--- src/rtl/modem_pkg.sv ---
package modem_pkg;
    localparam int BYTE_W = 8;
    localparam int LINE_W = 4;

    // line nibble positions: cts, dsr, ri, dcd
    localparam int LN_CTS = 0;
    localparam int LN_DSR = 1;
    localparam int LN_RI  = 2;
    localparam int LN_DCD = 3;

    // control bit positions
    localparam int CB_DTR  = 0;
    localparam int CB_RTS  = 1;
    localparam int CB_OUT1 = 2;
    localparam int CB_OUT2 = 3;
    localparam int CB_LOOP = 4;
    localparam int CTL_W   = 5;

    localparam logic [LINE_W-1:0] LINE_IDLE = 4'b1011;
    localparam logic [BYTE_W-1:0] MSR_RESET = {LINE_IDLE, 4'b0000};
endpackage

--- src/rtl/modem_ctl_decode.sv ---
module modem_ctl_decode
    import modem_pkg::*;
#(
    parameter int ADDR_W  = 3,
    parameter int MCR_OFS = 4,
    parameter int MSR_OFS = 6
) (
    input  logic              rd_en,
    input  logic [ADDR_W-1:0] rd_addr,
    input  logic              wr_en,
    input  logic [ADDR_W-1:0] wr_addr,
    input  logic [CTL_W-1:0]  ctl_q,
    input  logic [BYTE_W-1:0] msr_q,
    output logic              ctl_wr,
    output logic              msr_rd,
    output logic [BYTE_W-1:0] rdata,
    output logic              err
);
    localparam logic [ADDR_W-1:0] A_MCR = ADDR_W'(MCR_OFS);
    localparam logic [ADDR_W-1:0] A_MSR = ADDR_W'(MSR_OFS);

    logic rd_ctl;

    always_comb begin
        rd_ctl = rd_en && (rd_addr == A_MCR);
        msr_rd = rd_en && (rd_addr == A_MSR);
        ctl_wr = wr_en && (wr_addr == A_MCR);
        err    = (rd_en && !rd_ctl && !msr_rd) || (wr_en && !ctl_wr);
        if (rd_ctl)
            rdata = {{(BYTE_W-CTL_W){1'b0}}, ctl_q};
        else if (msr_rd)
            rdata = msr_q;
        else
            rdata = '0;
    end
endmodule

--- src/rtl/modem_ctl_mcr.sv ---
module modem_ctl_mcr
    import modem_pkg::*;
(
    input  logic              clk,
    input  logic              rst_n,
    input  logic              ctl_wr,
    input  logic [BYTE_W-1:0] wdata,
    output logic [CTL_W-1:0]  ctl_q,
    output logic [CTL_W-1:0]  ctl_next,
    output logic              warn
);
    logic bad_bits;

    always_comb begin
        ctl_next = wdata[CTL_W-1:0];
        bad_bits = |wdata[BYTE_W-1:CTL_W];
    end

    always_ff @(posedge clk or negedge rst_n) begin
        if (!rst_n) begin
            ctl_q <= '0;
            warn  <= 1'b0;
        end else begin
            warn <= ctl_wr && bad_bits;
            if (ctl_wr)
                ctl_q <= ctl_next;
        end
    end

    AST_WARN_ONE_CYCLE: assert property (@(posedge clk) disable iff (!rst_n)
        (warn && !$past(ctl_wr)) |-> 1'b0);
endmodule

--- src/rtl/modem_ctl_msr.sv ---
module modem_ctl_msr
    import modem_pkg::*;
(
    input  logic              clk,
    input  logic              rst_n,
    input  logic              ctl_wr,
    input  logic [CTL_W-1:0]  ctl_next,
    input  logic              msr_rd,
    output logic [BYTE_W-1:0] msr_q
);
    logic [LINE_W-1:0] line_old;
    logic [LINE_W-1:0] line_new;
    logic [LINE_W-1:0] delta;

    always_comb begin
        line_old = msr_q[BYTE_W-1:LINE_W];
        if (ctl_next[CB_LOOP]) begin
            line_new[LN_CTS] = ctl_next[CB_RTS];
            line_new[LN_DSR] = ctl_next[CB_DTR];
            line_new[LN_RI]  = ctl_next[CB_OUT1];
            line_new[LN_DCD] = ctl_next[CB_OUT2];
        end else begin
            line_new = LINE_IDLE;
        end
    end

    for (genvar i = 0; i < LINE_W; i++) begin : g_delta
        if (i == LN_RI) begin : g_trail
            assign delta[i] = line_old[i] & ~line_new[i];
        end else begin : g_change
            assign delta[i] = line_old[i] ^ line_new[i];
        end
    end

    always_ff @(posedge clk or negedge rst_n) begin
        if (!rst_n)
            msr_q <= MSR_RESET;
        else if (ctl_wr)
            msr_q <= {line_new, delta};
        else if (msr_rd)
            msr_q[LINE_W-1:0] <= '0;
    end

    AST_READ_CLEARS: assert property (@(posedge clk) disable iff (!rst_n)
        (msr_rd && !ctl_wr) |=> (msr_q[3:0] == 4'b0) &&
                                (msr_q[7:4] == $past(msr_q[7:4])));
    AST_TERI_RI_LOW: assert property (@(posedge clk) disable iff (!rst_n)
        msr_q[2] |-> !msr_q[6]);
    AST_WRITE_WINS: assert property (@(posedge clk) disable iff (!rst_n)
        (ctl_wr && msr_rd) |=> msr_q[3:0] == $past(delta));
endmodule

--- src/rtl/modem_ctl_regs.sv ---
module modem_ctl_regs
    import modem_pkg::*;
#(
    parameter int ADDR_W  = 3,
    parameter int MCR_OFS = 4,
    parameter int MSR_OFS = 6
) (
    input  logic              clk,
    input  logic              rst_n,
    input  logic              rd_en,
    input  logic [ADDR_W-1:0] rd_addr,
    input  logic              wr_en,
    input  logic [ADDR_W-1:0] wr_addr,
    input  logic [7:0]        wdata,
    output logic [7:0]        rdata,
    output logic              err,
    output logic              warn
);
    logic              ctl_wr;
    logic              msr_rd;
    logic [CTL_W-1:0]  ctl_q;
    logic [CTL_W-1:0]  ctl_next;
    logic [BYTE_W-1:0] msr_q;

    modem_ctl_decode #(
        .ADDR_W (ADDR_W),
        .MCR_OFS(MCR_OFS),
        .MSR_OFS(MSR_OFS)
    ) u_dec (
        .rd_en  (rd_en),
        .rd_addr(rd_addr),
        .wr_en  (wr_en),
        .wr_addr(wr_addr),
        .ctl_q  (ctl_q),
        .msr_q  (msr_q),
        .ctl_wr (ctl_wr),
        .msr_rd (msr_rd),
        .rdata  (rdata),
        .err    (err)
    );

    modem_ctl_mcr u_mcr (
        .clk     (clk),
        .rst_n   (rst_n),
        .ctl_wr  (ctl_wr),
        .wdata   (wdata),
        .ctl_q   (ctl_q),
        .ctl_next(ctl_next),
        .warn    (warn)
    );

    modem_ctl_msr u_msr (
        .clk     (clk),
        .rst_n   (rst_n),
        .ctl_wr  (ctl_wr),
        .ctl_next(ctl_next),
        .msr_rd  (msr_rd),
        .msr_q   (msr_q)
    );

    AST_IDLE_LINES: assert property (@(posedge clk) disable iff (!rst_n)
        !ctl_q[CB_LOOP] |-> msr_q[7:4] == LINE_IDLE);
    AST_LOOP_LINES: assert property (@(posedge clk) disable iff (!rst_n)
        ctl_q[CB_LOOP] |-> msr_q[7:4] ==
            {ctl_q[CB_OUT2], ctl_q[CB_OUT1], ctl_q[CB_DTR], ctl_q[CB_RTS]});
    AST_BAD_WRITE_IGNORED: assert property (@(posedge clk) disable iff (!rst_n)
        (wr_en && err && !msr_rd) |=> $stable(ctl_q) && $stable(msr_q));
endmodule

--- config.mk ---
export PLATFORM = sky130hd
export DESIGN_NAME = modem_ctl_regs
export DESIGN_NICKNAME = d
export VERILOG_FILES = /design/src/rtl/modem_pkg.sv /design/src/rtl/modem_ctl_decode.sv /design/src/rtl/modem_ctl_mcr.sv /design/src/rtl/modem_ctl_msr.sv /design/src/rtl/modem_ctl_regs.sv
export SDC_FILE = /design/constraint.sdc
export NUM_CORES = 1
export LEC_CHECK = 0
export BUFFER_PORTS_ARGS = -buffer_cell sky130_fd_sc_hd__buf_2
export CORE_MARGIN = 4
export CORE_UTILIZATION = 47
export CTS_CLUSTER_SIZE = 25
export DETAILED_ROUTE_END_ITERATION = 10
export GPL_TIMING_DRIVEN = 0
export HOLD_SLACK_MARGIN = 0.1
export PLACE_DENSITY = 0.74
export SETUP_SLACK_MARGIN = 0.02
export SYNTH_ARGS = -nofsm -noshare
export SYNTH_HDL_FRONTEND = slang
export SYNTH_SLANG_ARGS = --single-unit
--- constraint.sdc ---
create_clock -name clk -period 1.1 [get_ports clk]
set_input_delay 0.11 -clock clk [delete_from_list [all_inputs] [get_ports clk]]
set_output_delay 0.11 -clock clk [all_outputs]
set_load 0.1 [all_outputs]
==> metrics <==
Cell Rows=14; Starting Density=50.82%; ANT cells=0; final setup margin=-211.9 ps; final-report hold violation count=0; Hold Crit Class=in -> reg; setup slack, reg-to-reg=80 ps; drt via density=5.338; crit share post-route=119.3%; cells on worst reg2reg path=3; number of vias in the routed layout=694; crit path cell chain=mux2i_2, nor2_4, buf_12; CP max-delay cell=dfstp_2; Die Width=48.60 um; Final HPWL DP=1.271 mm; drt drc=0; CP Capture Type=primary output; failing checks=setup timing; top-count cell post-synth=dfrtp_1; synthesized area=774.5 sq um; WS Path Type=reg -> out; Power Density=1300 nW/um^2; Synth top area share=35.54%; setup_tns=-1094 ps; Leak Pwr=0.5880 nW; Avg Cell Area, Syn=12.10 sq um; Syn Nets=82; RSZ-0062 raised after global routing=true; post-synthesis cell count=64; CTS tree=yes; status=finished with violations; area delta synth->final=71.08%; min Tclk post-route=1312 ps; Unique masters post-synth=24; global-route wire length before repair=3.332 mm; dominant cells by area after synthesis=dfrtp_1, dfstp_2, mux2i_1; slew margin rel.=67.53%; nets@finish=133; number of flops mapped to enable cells by yosys=0; Synth top cells by count=dfrtp_1, nor2_1, mux2i_1, a22o_1, nor2_2; Required @ worst endpoint=990 ps; DRT antenna net count=0; Final Max Slew Viols=0; DRT Pass-1 Iters=4; main flop type after synthesis=dfrtp_1; sequential area share after synthesis=45.72%; Fmax=762.3 MHz; clock-pin transition on the worst setup and hold timing paths=90 ps; largest area contributor in the netlist=dfrtp_1; GRT Util Overall=18.89%; Worst Max-Slew Pin Slew=490.4 ps; Iter 0 DRT Violations=5; flip-flop and latch count after synthesis=14; Post-Route WL=2.007 mm; wire per inst=15.44 um; I/O pin count=28; GR peak layer=met2; crit path launch type=flop; origin of the worst setup path=u_msr.msr_q[4]$_DFFE_PN1P_; TritonCTS Sinks=14; die area=2361 sq um; reg-to-reg startpoint=u_mcr.ctl_q[0]$_DFFE_PN0P_; met3 usage=5.828%; port buffer count=26; final setup fails=8; Ys Warns=0; clock buffer count from CTS=3; Async SR Flop Fraction=100.0%; clk_lat worst skew=290 ps; GRT overflow=0; crit path to=rdata[4]; maximum root-to-sink buffer count=2; number of global-route vias before repair=696; initial antenna violation count=0; M2 GR Usage=30.87%; H-tree levels=1; Total Power=1.723 mW; maximum vdd ir drop=0.0008206 V; post-route cell area=1325 sq um; M1 GR Usage=22.70%; fraction of layout cells with a size suffix above 1=68.42%; routability cong.=0.7170; core area=1524 sq um; placed cell areas=968.4 sq um; dpl ws=-384.3 ps; Root Buffer=clkbuf_4; Max Cap Violations=0; clock skew=2.746 ps; slowest stage delay, CP=550 ps; largest net degree at the start of global routing=15; Critical Path Fanout Max=2; r2r endpoint=u_mcr.ctl_q[0]$_DFFE_PN0P_; Chip Height=48.60 um; WP data arrival=1200 ps
-- cells by family after synthesis --
logic type	count (synthesis)	share of synthesized area (%)
AO/OA/AOI/OAI	10	11.63
XOR/XNOR	3	3.393
buffers and inverters	4	5.977
flip-flops	14	45.72
multiplexers	10	14.70
AND/OR/NAND/NOR	23	18.58
-- timing repair --
item | in CTS | in global routing
setup endpoints to repair | 9 | 10
hold buffers | 8 | 1
buffers inserted | 7 | 5
pin swaps | 2 | 2
endpoints found under the hold margin | 19 | 1
gates resized for setup | 39 | 2
-- through the flow --
stage,util (%),std cells,hold slack (ps)
floorplan,-,64,-185.6
global placement,63.55,106,19.13
detailed placement,63.55,106,20.98
CTS,83.99,125,102.5
global route,86.95,130,139.8
finish,86.95,130,127.5
-- how the worst min path moves through the flow --
stage / depth (start not counted) / to / slack [ps] / startpoint
final: 2 / u_mcr.ctl_q[4]$_DFFE_PN0P_ / 130 / wdata[4]
after global routing: 2 / u_mcr.ctl_q[4]$_DFFE_PN0P_ / 140 / wdata[4]
after CTS: 3 / u_msr.msr_q[6]$_DFFE_PN0P_ / 100 / wdata[4]
after detailed placement: 1 / u_mcr.ctl_q[0]$_DFFE_PN0P_ / 20 / rst_n
after global placement: 1 / u_mcr.ctl_q[0]$_DFFE_PN0P_ / 20 / rst_n
after floorplan: 0 / u_mcr.ctl_q[0]$_DFFE_PN0P_ / -190 / rst_n
-- cell usage in the layout (no fill, tap or decap), types with 2 or more instances in the layout --
master	count
nor2_2	4
and2_4	3
buf_2	16
dfrtp_1	11
dfstp_2	3
a22o_1	4
xnor2_1	3
clkbuf_4	3
and2b_2	2
mux2_2	3
mux2_4	2
buf_12	9
a21oi_2	3
buf_4	13
nand2_1	2
dlygate4sd3_1	9
buf_6	2
mux2i_2	5
nor2_4	5
-- state kept, by name, summed over array words and instances, names as in the netlist --
register	flops
u_mcr.warn	1
u_mcr.ctl_q	5
u_msr.msr_q	8
-- metal layers --
layer  vias up  share of wire [%]
met4         0                1.9
met2        18                 54
met5         -                  0
met3         4                4.3
li1        331                  -
met1       341                 40
-- worst max-delay path, delay by kind of cell (launching register included) --
family	cells	cell delay, ps
flops	1	550
simple gates	1	100
mux	1	80
buf+inv	1	180
-- report_power, final --
part	internal [mW]	total (mW)	switching, mW
registers	0.627	0.696	0.0684
clock network	0.202	0.390	0.188
logic	0.339	0.638	0.299
-- layout make-up --
cell class                      count  area, sq um
Inverter                            1        3.754
Clock buffer                        4        36.28
Fill cell                          73        198.9
Buffer                              3        42.54
Tap cell                           16        20.02
Multi-Input combinational cell     46        440.4
Sequential cell                    14        354.1
Timing Repair Buffer               46        427.9
Power figures use the tool's default switching activity.
